$ cat src/rtl/ocp_pkg.sv
package ocp_pkg;

  typedef enum logic [1:0] {
    MODE_S0 = 2'd0,
    MODE_S3 = 2'd1,
    MODE_S5 = 2'd2
  } op_mode_e;

  // Floor on the standby blanking window, in nanoseconds
  localparam int STBY_FLOOR_NS = 400;

  // The off state wins over standby
  function automatic op_mode_e decode_mode(input logic off_req, input logic stby_req);
    if (off_req)       return MODE_S5;
    else if (stby_req) return MODE_S3;
    else               return MODE_S0;
  endfunction

  function automatic int max_int(input int a, input int b);
    return (a > b) ? a : b;
  endfunction

  // Round a time up to whole clock cycles, never below one cycle
  function automatic int ns_to_cycles(input int ns, input int clk_ns);
    int c;
    c = (ns + clk_ns - 1) / clk_ns;
    return (c < 1) ? 1 : c;
  endfunction

endpackage

$ cat src/rtl/ocp_blank_timer.sv
module ocp_blank_timer
  import ocp_pkg::*;
#(
  parameter int LIM_NORM = 50,
  parameter int LIM_STBY = 50
) (
  input  logic     clk,
  input  logic     rst_n,
  input  logic     hs_on,
  input  op_mode_e mode,
  output logic     blank_done
);
  localparam int LIM_MAX = max_int(LIM_NORM, LIM_STBY);
  localparam int CW      = $clog2(LIM_MAX + 1);
  localparam logic [CW-1:0] LN = CW'(LIM_NORM);
  localparam logic [CW-1:0] LS = CW'(LIM_STBY);

  logic [CW-1:0] on_cnt;
  logic [CW-1:0] lim;

  assign lim = (mode == MODE_S3) ? LS : LN;

  // A low drive clears the count, so each new on phase starts from zero
  always_ff @(posedge clk or negedge rst_n) begin
    if (!rst_n)          on_cnt <= '0;
    else if (!hs_on)     on_cnt <= '0;
    else if (on_cnt < lim) on_cnt <= on_cnt + CW'(1);
  end

  assign blank_done = hs_on && (on_cnt >= lim);


  rise_restart_chk: assert property (@(posedge clk) disable iff (!rst_n)
    $rose(hs_on) |-> !blank_done);

endmodule

$ cat src/rtl/ocp_s0_latch.sv
module ocp_s0_latch
  import ocp_pkg::*;
(
  input  logic     clk,
  input  logic     rst_n,
  input  op_mode_e mode,
  input  logic     detect,
  output logic     latch_off,
  output logic     set_ev
);
  logic latch_q;
  logic s5_seen_q;
  logic in_s0;

  assign in_s0  = (mode == MODE_S0);
  assign set_ev = in_s0 && detect && !latch_q;

  // Remember a visit to S5; forget it on S0 entry
  always_ff @(posedge clk or negedge rst_n) begin
    if (!rst_n)               s5_seen_q <= 1'b0;
    else if (mode == MODE_S5) s5_seen_q <= 1'b1;
    else if (in_s0)           s5_seen_q <= 1'b0;
  end

  always_ff @(posedge clk or negedge rst_n) begin
    if (!rst_n)                              latch_q <= 1'b0;
    else if (in_s0 && s5_seen_q && latch_q)  latch_q <= 1'b0;
    else if (set_ev)                         latch_q <= 1'b1;
  end

  assign latch_off = latch_q;


  latch_hold_chk: assert property (@(posedge clk) disable iff (!rst_n)
    (latch_q && !in_s0) |=> latch_q);

endmodule

$ cat src/rtl/ocp_s3_limiter.sv
module ocp_s3_limiter
  import ocp_pkg::*;
(
  input  logic     clk,
  input  logic     rst_n,
  input  op_mode_e mode,
  input  logic     detect,
  input  logic     cyc_start,
  output logic     sw_cut,
  output logic     set_ev
);
  logic cut_q;
  logic in_s3;

  assign in_s3  = (mode == MODE_S3);
  assign set_ev = in_s3 && detect && !cut_q && !cyc_start;

  // A new cycle or a leave from standby releases the cut
  always_ff @(posedge clk or negedge rst_n) begin
    if (!rst_n)                  cut_q <= 1'b0;
    else if (!in_s3 || cyc_start) cut_q <= 1'b0;
    else if (set_ev)             cut_q <= 1'b1;
  end

  assign sw_cut = cut_q;


  cut_hold_chk: assert property (@(posedge clk) disable iff (!rst_n)
    (cut_q && in_s3 && !cyc_start) |=> cut_q);

endmodule

$ cat src/rtl/ocp_guard.sv
module ocp_guard
  import ocp_pkg::*;
#(
  parameter int CLK_NS        = 10,
  parameter int BLANK_NS_NORM = 500,
  parameter int BLANK_NS_STBY = 500
) (
  input  logic clk,
  input  logic rst_n,
  input  logic hs_drive_on,
  input  logic oc_cmp,
  input  logic mode_standby,
  input  logic mode_off,
  input  logic cycle_start,
  output logic ext_pair_off,
  output logic int_sw_cut,
  output logic trip_pulse
);
  localparam int LIM_NORM = ns_to_cycles(BLANK_NS_NORM, CLK_NS);
  localparam int LIM_STBY = ns_to_cycles(max_int(BLANK_NS_STBY, STBY_FLOOR_NS), CLK_NS);

  op_mode_e mode_now;
  logic     blank_done;
  logic     detect;
  logic     s0_ev;
  logic     s3_ev;
  logic     trip_q;

  assign mode_now = decode_mode(mode_off, mode_standby);

  ocp_blank_timer #(
    .LIM_NORM (LIM_NORM),
    .LIM_STBY (LIM_STBY)
  ) u_timer (
    .clk        (clk),
    .rst_n      (rst_n),
    .hs_on      (hs_drive_on),
    .mode       (mode_now),
    .blank_done (blank_done)
  );

  assign detect = blank_done && oc_cmp;

  ocp_s0_latch u_s0 (
    .clk       (clk),
    .rst_n     (rst_n),
    .mode      (mode_now),
    .detect    (detect),
    .latch_off (ext_pair_off),
    .set_ev    (s0_ev)
  );

  ocp_s3_limiter u_s3 (
    .clk       (clk),
    .rst_n     (rst_n),
    .mode      (mode_now),
    .detect    (detect),
    .cyc_start (cycle_start),
    .sw_cut    (int_sw_cut),
    .set_ev    (s3_ev)
  );

  always_ff @(posedge clk or negedge rst_n) begin
    if (!rst_n) trip_q <= 1'b0;
    else        trip_q <= s0_ev | s3_ev;
  end

  assign trip_pulse = trip_q;


  qualified_trip_chk: assert property (@(posedge clk) disable iff (!rst_n)
    $rose(ext_pair_off) |-> ($past(hs_drive_on) && $past(blank_done) && $past(oc_cmp)));


  release_in_s0_chk: assert property (@(posedge clk) disable iff (!rst_n)
    $fell(ext_pair_off) |-> ($past(mode_now) == MODE_S0));


  cut_release_chk: assert property (@(posedge clk) disable iff (!rst_n)
    $fell(int_sw_cut) |-> ($past(cycle_start) || ($past(mode_now) != MODE_S3)));


  trip_single_chk: assert property (@(posedge clk) disable iff (!rst_n)
    trip_pulse |=> !trip_pulse);


  trip_matches_chk: assert property (@(posedge clk) disable iff (!rst_n)
    trip_pulse |-> ($rose(ext_pair_off) || $rose(int_sw_cut)));


  no_trip_s5_chk: assert property (@(posedge clk) disable iff (!rst_n)
    (mode_now == MODE_S5) |=> !trip_pulse);

endmodule

$ cat config.mk
export PLATFORM = sky130hd
export DESIGN_NAME = ocp_guard
export DESIGN_NICKNAME = d
export VERILOG_FILES = /design/src/rtl/ocp_pkg.sv /design/src/rtl/ocp_blank_timer.sv /design/src/rtl/ocp_s0_latch.sv /design/src/rtl/ocp_s3_limiter.sv /design/src/rtl/ocp_guard.sv
export SDC_FILE = /design/constraint.sdc
export NUM_CORES = 1
export LEC_CHECK = 0
export ABC_CLOCK_PERIOD_IN_PS = 2100
export BUFFER_PORTS_ARGS = -buffer_cell sky130_fd_sc_hd__clkbuf_2
export CAP_MARGIN = 5
export CORE_AREA = 3 3 40 42
export CTS_CLUSTER_DIAMETER = 150
export CTS_CLUSTER_SIZE = 20
export DETAILED_ROUTE_END_ITERATION = 10
export DIE_AREA = 0 0 43 45
export RECOVER_POWER = 25
export SETUP_SLACK_MARGIN = 0.5
export SLEW_MARGIN = 10
export SYNTH_ARGS = -nofsm -noshare
export SYNTH_HDL_FRONTEND = slang
export SYNTH_SLANG_ARGS = --single-unit
$ cat constraint.sdc
create_clock -name clk -period 2.1 [get_ports clk]
set_clock_uncertainty 0.05 [all_clocks]
set_input_delay 0.42 -clock clk [delete_from_list [all_inputs] [get_ports clk]]
set_output_delay 0.42 -clock clk [all_outputs]
set_load 0.1 [all_outputs]
# ---- Word-level counts from Yosys, hierarchy flattened
# Index checks and enable logic that the tools add are counted.
dict set report op_classes {
  n_bitwise 1
  n_addsub 1
  n_reduce_logical 18
  n_eq_ne 3
  order_cmp 2
  mux 10
}
# cell count
set ops {}
lappend ops {{6-bit 2-to-1 mux} 2}
lappend ops {{1-bit logical AND} 9}
lappend ops {{1-bit 2-to-1 mux} 7}
lappend ops {{6-bit by 1-bit adder with 6-bit output, second input constant} 1}
lappend ops {{6-bit >= comparator, second input constant} 1}
lappend ops {{6-bit < comparator, second input constant} 1}
lappend ops {{2-bit nonzero test} 3}
lappend ops {{1-bit zero test} 4}
lappend ops {{2-bit by 1-bit == test with 1-bit output, second input constant} 1}
lappend ops {{2-bit == test, second input constant} 1}
lappend ops {{2-bit zero test} 1}
lappend ops {{2-bit 2-to-1 mux} 1}
lappend ops {{2-bit by 1-bit inequality test with 1-bit output, second input constant} 1}
lappend ops {{1-bit logical OR} 1}
lappend ops {{1-bit bitwise OR} 1}
dict set report word_totals {
  output_inout_bits 3
  elab_cells 40
  inputBits 7
  reg_bits 10
}

# ---- Longest topological paths before layout
# Gate-level depths: netlist of the first run.
dict set report logic_depth {
  word_depth 8
  depth_mapped 5
}

# ---- Modules after synthesis
# From an unflattened synthesis of the first run, not the netlist that was laid out.
dict set report hier_totals {
  cells_unflattened 49
  area_unflattened_um2 539.3
}
# module area_per_inst_um2 cells_each instances
set by_module_without_submodules {}
lappend by_module_without_submodules {ocp_blank_timer 354.1 35 1}
lappend by_module_without_submodules {ocp_s0_latch 92.6 6 1}
lappend by_module_without_submodules {ocp_s3_limiter 48.8 4 1}
lappend by_module_without_submodules {ocp_guard 43.8 4 1}

# ---- Worst setup path before layout of the first run
# Ideal clock, no wire load.
dict set report synth_path {
  path_type {reg-to-output}
  from {register u_s0.latch_q, in the netlist u_s0.latch_off}
  to {output ext_pair_off}
  path_stages_with_launch 1
  setup_slack_ns 0.690
  t_required_ns 1.630
  path_buffers 0
  arrival_time_ns 0.940
  cell_sequence {dfrtp_1}
}
# element line
set synth_lines {}
lappend synth_lines {{start: declaration} ocp_s0_latch.sv:11} ;# logic latch_q;
lappend synth_lines {{start signal: assignment} ocp_s0_latch.sv:26} ;# if (!rst_n) latch_q <= 1'b0;
lappend synth_lines {{start signal: assignment} ocp_s0_latch.sv:27} ;# else if (in_s0 && s5_seen_q && latch_q) latch_q <= 1'b0;
lappend synth_lines {{start signal: assignment} ocp_s0_latch.sv:28} ;# else if (set_ev) latch_q <= 1'b1;
lappend synth_lines {{end: declaration} ocp_guard.sv:15} ;# output logic ext_pair_off,
# No word-level cell between the ends.

# ---- Final worst setup path of the first run
dict set report layout_path {
  from {register u_s3.cut_q, in the netlist u_s3.sw_cut}
  to {output int_sw_cut}
}
# element line
set layout_lines {}
lappend layout_lines {{start: declaration} ocp_s3_limiter.sv:12} ;# logic cut_q;
lappend layout_lines {{start signal: assignment} ocp_s3_limiter.sv:20} ;# if (!rst_n) cut_q <= 1'b0;
lappend layout_lines {{start signal: assignment} ocp_s3_limiter.sv:21} ;# else if (!in_s3 || cyc_start) cut_q <= 1'b0;
lappend layout_lines {{start signal: assignment} ocp_s3_limiter.sv:22} ;# else if (set_ev) cut_q <= 1'b1;
lappend layout_lines {{end: declaration} ocp_guard.sv:16} ;# output logic int_sw_cut,
# No word-level cell between the ends.

==> run_results.csv, run 1 <==
group,metric,value,unit
status,run_status,"completed",
sta,worstMarginPinSlew,0.538,ns
worst_setup_path,critPathLaunchType,"flip-flop",
floorplan,die_h,45,µm
floorplan,floorplan.rows,13,
place,detailedPlacementHpwl,726,µm
grt,first_pass_grt_wire_length,1.82,mm
sta,period_needed,1.53,ns
logic_synthesis,synth-edff-count,0,
drt,drt_wl_total,978,µm
drt,routed-via-count,418,
drt,final_antenna_net_count,0,
place,gp_congestion,0.789,
worst_setup_path,path_delay_family,"buffers and inverters",
clocking,htreeDepth,1,
worst_setup_path,worstSetupEndpointType,"primary output",
floorplan,ios,10,
logic_synthesis,ys_seq_area_frac,0.468,
logic_synthesis,synth_ff_type,"dfrtp_1",
clocking,insertion_delay,0.26,ns
grt,grt_start_max_net_pins,11,
clocking,tritoncts.num_buffers,3,
cells_and_area,antennaDiodeCount,0,
cells_and_area,layout.area.seq,250,µm²
floorplan,initial_utilization,0.416,
logic_synthesis,synth.top_cell.area_share,0.468,
worst_setup_path,critical_path.max_fanout,3,
worst_setup_path,crit_path_class,"flip-flop to primary output",
sta,grt_setup_unrepaired,"no",
worst_setup_path,worstPathCellList,"buf_2",
logic_synthesis,synth_commonest_cells,"dfrtp_1, nor2_1, and2_1, inv_1, nand2_1",
logic_synthesis,synth_area_leaders,"dfrtp_1, ha_1, nand4_4",
logic_synthesis,post_synth_num_cell_types,28,
logic_synthesis,synth.cell_area,534,µm²
floorplan,die_outline_width,43,µm
logic_synthesis,synthesis.yosys.warnings,0,
cells_and_area,final_layout_size_suffix_gt1_frac,0.238,
drt,mean_routed_wirelength_per_cell,12.5,µm
worst_setup_path,worstPathRequired,1.63,ns
sta,final_max_slew_viol_count,0,
worst_setup_path,path_buf_inv,1,
drt,route.detailed.vias_per_inst,5.36,
drt,drc,0,
clocking,clkSlewWorstSetupHoldPaths,0.06,ns
sta,finalSetupViolCount,0,
grt,total_routing_usage_gr,0.133,
cells_and_area,area.growth.synth_to_final,17.3,%
logic_synthesis,most_common_cell_in_the_netlist,"dfrtp_1",
logic_synthesis,synth.ff_latch_count,10,
floorplan,die-area,1940,µm²
worst_setup_path,cp_slowest_stage_delay,0.43,ns
cells_and_area,multiInputGateArea,268,µm²
sta,max_freq,653,MHz
logic_synthesis,syn_inst_count,51,
drt,drt_iter0_drc,6,
place,place_worst_setup_slack,0.663,ns
grt,antenna_found_initial,0,
logic_synthesis,synth_largest_area_cell,"dfrtp_1",
sta,final.setup.worst_slack,0.568,ns
logic_synthesis,synth_async_sr_flop_share,1.00,
sta,timing.setup.tns,0,ns
clocking,max-clock-path-buffers,2,
clocking,cts_tree,"done",
cells_and_area,nets,74,
clocking,cts_root_buf,"clkbuf_4",
power_and_ir_drop,power_per_cell_area,594,nW/µm²
power_and_ir_drop,power.leakage,0.000301,µW
clocking,cts.sinks,10,
grt,number_of_global_route_vias_before_repair,398,
sta,final.period_utilization,0.730,
sta,finalHoldViolCount,0,
hold_path,worstHoldPathType,"primary input to flip-flop",
sta,worst_slew_margin_relative_to_its_limit,0.641,
flow_run,maxCapViolations,0,
grt,grt_remaining_overflow,0,
worst_setup_path,worst_path_slowest_cell,"buf_2",
power_and_ir_drop,vdd.ir_drop.worst,0.281,mV
cells_and_area,number_of_filler_instances_in_the_final_layout,129,
drt,first_pass_iters,2,
place,i_o_buffers,9,
worst_setup_path,worst_ep_arrival_time,1.06,ns
logic_synthesis,synth.net_count,60,
floorplan,core_region_area,1280,µm²
logic_synthesis,synthesis.area_per_instance,10.5,µm²
==> stage by stage <==
stage	power (µW)	utilization	instance area (µm²)	std cells	hold slack [ns]
final	372	0.488	627	78	0.354
after CTS	381	0.489	628	78	0.349
after detailed placement	251	0.462	593	74	0.255
after global routing	398	0.488	627	78	0.350
after floorplan	231	-	534	51	0.0744
after global placement	250	0.462	593	74	0.255
==> timing repair <==
item	CTS	global route
gates resized for setup	1	1
endpoints found under the hold margin	10	0
setup endpoints to repair	1	1
setup buffers	0	0
hold buffers	1	0
==> placed cells by master (no fill, tap or decap), drive strengths merged <==
cell type	Yosys	final
nor2	5	5
nor3	1	1
nand4	1	1
xnor2	1	1
buf	1	1
clkbuf	0	11
a21oi	3	3
o211a	1	1
o21ai	2	2
dlygate4sd3	0	1
a21boi	1	1
ha	2	2
and2	3	3
o31ai	1	1
nand3	2	2
dfrtp	10	10
or3	1	1
or4	1	1
o211ai	1	1
o311ai	1	1
inv	3	3
o2bb2ai	1	1
o21a	1	1
a31oi	1	1
a21o	1	1
nor3b	2	2
o41ai	1	1
nand2	3	3
==> path summary, 6_finish.rpt <==
check	start	to	slack (ns)	cells after the start
hold reg to reg	u_s0.s5_seen_q$_DFFE_PN0P_	u_s0.s5_seen_q$_DFFE_PN0P_	0.44	1
hold / removal	mode_off	trip_pulse$_DFF_PN0_	0.35	2
setup / recovery	u_s3.sw_cut$_DFFE_PN0P_	int_sw_cut	0.57	1
setup reg to reg	u_timer.on_cnt[1]$_DFFE_PN0P_	u_s0.latch_off$_DFFE_PN0P_	0.66	4
min in group asynchronous	rst_n	u_timer.on_cnt[2]$_DFFE_PN0P_	0.60	2
max in group asynchronous	rst_n	u_s0.s5_seen_q$_DFFE_PN0P_	1.05	2
==> area by class of cell <==
cell class                 instances  area share
multi-input combinational         37       0.427
timing repair buffer              10      0.0898
sequential                        10       0.399
inverter                           3      0.0180
tap                               15      0.0299
clock buffer                       3      0.0359
==> flip-flops by register name, indices dropped and copies added, names as in the netlist <==
| signal | flops |
|---|---|
| u_s3.sw_cut | 1 |
| trip_pulse | 1 |
| u_s0.latch_off | 1 |
| u_s0.s5_seen_q | 1 |
| u_timer.on_cnt | 6 |
==> power by group <==
part	switching, µW	leakage (µW)	total, µW	internal, µW
Combinational	21.8	0.000153	41.2	19.4
Clock	58.8	0.0000138	125	65.9
Sequential	8.01	0.000134	207	199
==> layer usage <==
layer / part of all wire / track usage / vias to the layer above
li1: - / - / 216
met2: 0.45 / 0.168 / 8
met3: 0.056 / 0.0717 / 3
met5: 0 / 0 / -
met1: 0.48 / 0.186 / 191
met4: 0.0082 / 0.0542 / 0
==> logic make-up (layout without fill, tap and decap cells) <==
| logic type | after synthesis | count (layout) | share of synthesized area |
|---|---|---|---|
| AO/OA/AOI/OAI | 15 | 15 | 0.218 |
| XOR/XNOR | 1 | 1 | 0.0164 |
| buffers and inverters | 4 | 16 | 0.0304 |
| AND/OR/NAND/NOR | 19 | 19 | 0.220 |
| adder cells (fa/ha/maj) | 2 | 2 | 0.0468 |
| flip-flops | 10 | 10 | 0.468 |
Power figures use the tool's default switching activity.
==> run 2, diff against run 1 <==
--- a/config.mk
+++ b/config.mk
@@ -5,7 +5,8 @@
 export SDC_FILE = /design/constraint.sdc
 export NUM_CORES = 1
 export LEC_CHECK = 0
-export ABC_CLOCK_PERIOD_IN_PS = 2100
+export ABC_AREA = 1
+export ABC_CLOCK_PERIOD_IN_PS = 1300
 export BUFFER_PORTS_ARGS = -buffer_cell sky130_fd_sc_hd__clkbuf_2
 export CAP_MARGIN = 5
 export CORE_AREA = 3 3 40 42
==> constraint.sdc (replaced) <==
create_clock -name clk -period 1.3 [get_ports clk]
set_clock_uncertainty 0.05 [all_clocks]
set_input_delay 0.26 -clock clk [delete_from_list [all_inputs] [get_ports clk]]
set_output_delay 0.26 -clock clk [all_outputs]
set_load 0.1 [all_outputs]
==> run_results.csv, run 2 <==
group,metric,value,unit
floorplan,die-area,1940,µm²
logic_synthesis,synth.cell_area,518,µm²
clocking,cts_root_buf,"clkbuf_4",
place,i_o_buffers,9,
floorplan,ios,10,
logic_synthesis,synth-compound-area-share,0.0580,
drt,route.detailed.vias_per_inst,4.89,
power_and_ir_drop,vdd.ir_drop.worst,0.474,mV
worst_setup_path,path_delay_family,"flip-flops",
cells_and_area,largest_register_ffs,6,
cells_and_area,final_cell_mix,"nand2_1, nor2_1, inv_1, clkbuf_2",
power_and_ir_drop,power.share.clock,0.381,
logic_synthesis,post_synth_num_cell_types,15,
place,gp_congestion,0.707,
place,detailedPlacementHpwl,745,µm
floorplan,die_outline_width,43,µm
worst_setup_path,worstPathRequired,0.99,ns
logic_synthesis,synth.net_count,76,
drt,drt_wl_total,1.17,mm
clocking,max-clock-path-buffers,2,
sta,period_needed,1.25,ns
grt,antenna_found_initial,0,
logic_synthesis,synth.top_cell.area_share,0.483,
drt,final_antenna_net_count,0,
sta,worstMarginPinSlew,0.544,ns
power_and_ir_drop,power_per_cell_area,902,nW/µm²
sta,max_freq,801,MHz
logic_synthesis,post_synth_fa_ha_maj_area_fraction,0.0483,
power_and_ir_drop,power.leakage,0.000425,µW
sta,final_max_slew_viol_count,0,
floorplan,floorplan.rows,13,
logic_synthesis,synth_commonest_cells,"nand2_1, nor2_1, inv_1, dfrtp_1, nand3_1",
floorplan,initial_utilization,0.403,
cells_and_area,antennaDiodeCount,0,
logic_synthesis,syn_inst_count,67,
cells_and_area,area.growth.synth_to_final,60.1,%
power_and_ir_drop,share_comb_of_total_power,0.165,
worst_setup_path,crit_path_class,"flip-flop to primary output",
clocking,cts.sinks,10,
drt,mean_routed_wirelength_per_cell,11.6,µm
logic_synthesis,synth.ff_latch_count,10,
power_and_ir_drop,p_total,749,µW
logic_synthesis,synth-simple-area-share,0.324,
power_and_ir_drop,p_switching,197,µW
cells_and_area,register_with_the_most_flip_flops,"u_timer.on_cnt",
worst_setup_path,worst_ep_arrival_time,0.94,ns
clocking,cts_tree,"done",
cells_and_area,nets,96,
worst_setup_path,critical_path.max_fanout,3,
grt,grt_remaining_overflow,0,
floorplan,die_h,45,µm
status,run_status,"completed",
drt,drc,0,
sta,final.period_utilization,0.961,
sta,finalHoldViolCount,0,
power_and_ir_drop,pwr-share-seq,0.453,
logic_synthesis,synth_async_sr_flop_share,1.00,
worst_setup_path,worst_path_slowest_cell,"dfrtp_4",
worst_setup_path,path_buf_inv,1,
logic_synthesis,synth_mux_area_frac,0,
clocking,tritoncts.num_buffers,3,
drt,routed-via-count,494,
sta,finalSetupViolCount,0,
sta,timing.setup.tns,0,ns
worst_setup_path,cp_slowest_stage_delay,0.50,ns
sta,grt_setup_unrepaired,"yes",
grt,first_pass_grt_wire_length,1.95,mm
logic_synthesis,synth_ff_type,"dfrtp_1",
clocking,htreeDepth,1,
drt,drt_iter0_drc,8,
logic_synthesis,largest_family_of_logic_cells_by_synthesized_area,"simple AND/OR/NAND/NOR gates",
cells_and_area,final_layout_size_suffix_gt1_frac,0.523,
grt,grt_start_max_net_pins,11,
worst_setup_path,critPathLaunchType,"flip-flop",
logic_synthesis,ys_seq_area_frac,0.483,
power_and_ir_drop,p_int,552,µW
grt,total_routing_usage_gr,0.139,
floorplan,core_region_area,1280,µm²
grt,number_of_global_route_vias_before_repair,469,
clocking,clkSlewWorstSetupHoldPaths,0.07,ns
worst_setup_path,worstPathCellList,"buf_12",
logic_synthesis,synth_largest_area_cell,"dfrtp_1",
logic_synthesis,synthesis.yosys.warnings,0,
sta,worst_slew_margin_relative_to_its_limit,0.637,
logic_synthesis,synthXorXnorAreaFrac,0,
flow_run,maxCapViolations,0,
power_and_ir_drop,switching_share,0.263,
logic_synthesis,synth_area_leaders,"dfrtp_1, nand2_1, nor2_1",
place,dp_cells,91,
hold_path,worstHoldPathType,"primary input to flip-flop",
logic_synthesis,synthesis.area_per_instance,7.73,µm²
cells_and_area,finalNonFillerCells,101,
cells_and_area,mostFrequentLayoutCell,"nand2_1",
logic_synthesis,synth-edff-count,0,
drt,first_pass_iters,4,
worst_setup_path,worstSetupEndpointType,"primary output",
clocking,insertion_delay,0.27,ns
run 2: changes by cell type after synthesis, sizes merged, moves of 2 or more:
cell,delta
o21ai,+4
nor3b,-2
a21oi,-3
nor2,+8
inv,+8
nand2,+11
and2,-3
nand3,+4
run 2: path summary, 6_finish.rpt:
path	startpoint	to	slack, ns	cells after the start
min in group asynchronous	rst_n	u_timer.on_cnt[3]$_DFFE_PN0P_	0.44	2
min	mode_off	u_s0.s5_seen_q$_DFFE_PN0P_	0.18	3
max	u_s0.latch_off$_DFFE_PN0P_	ext_pair_off	0.05	1
max in group asynchronous	rst_n	u_s0.latch_off$_DFFE_PN0P_	0.36	2
min reg2reg	u_s0.s5_seen_q$_DFFE_PN0P_	u_s0.s5_seen_q$_DFFE_PN0P_	0.49	2
max reg2reg	u_timer.on_cnt[1]$_DFFE_PN0P_	u_timer.on_cnt[2]$_DFFE_PN0P_	0.14	4
run 2: final cells by class:
cell class	count	area, µm²
inverter	12	51.3
timing repair buffer	15	140
clock buffer	4	36.3
tap	15	18.8
sequential	10	265
fill	113	455
multi-input combinational	45	318
run 2: metrics by stage:
stage                     setup WS (ns)  cell area (µm²)  utilization  hold slack [ns]
final                            0.0509              830        0.646            0.176
after CTS                        0.0416              787        0.612            0.165
after detailed placement          0.192              643        0.500           0.0910
after floorplan                   0.226              534            -          -0.0856
after global routing             0.0332              830        0.646            0.183
after global placement            0.200              643        0.500           0.0924
run 2: what timing repair did:
action                                  4_1_cts  5_1_grt
buffers inserted                              4        1
hold buffers                                  1        0
pin swaps                                     8        7
gates resized for setup                      19       11
endpoints found under the setup margin       12       12
endpoints found under the hold margin        10        0
cloned                                        0        0
run 2: kinds of logic after synthesis:
kind of cell,count (synthesis)
buffers and inverters,12
flip-flops,10
adder cells (fa/ha/maj),2
AND/OR/NAND/NOR,37
AO/OA/AOI/OAI,6
run 2: power by group through the flow:
stage,registers (µW),logic (µW),clock network [µW]
floorplan,334,43.9,0
global placement,335,67.5,0
global route,341,136,303
CTS,334,106,291
detailed placement,336,67.2,0
finish,339,124,285
run 2: layer usage:
| layer | up-vias | routed length (µm) | track usage |
|---|---|---|---|
| met5 | - | 0 | 0 |
| met4 | 0 | 30 | 0.0723 |
| met1 | 231 | 532 | 0.177 |
| met2 | 11 | 564 | 0.219 |
| li1 | 248 | - | - |
| met3 | 4 | 45 | 0.0359 |
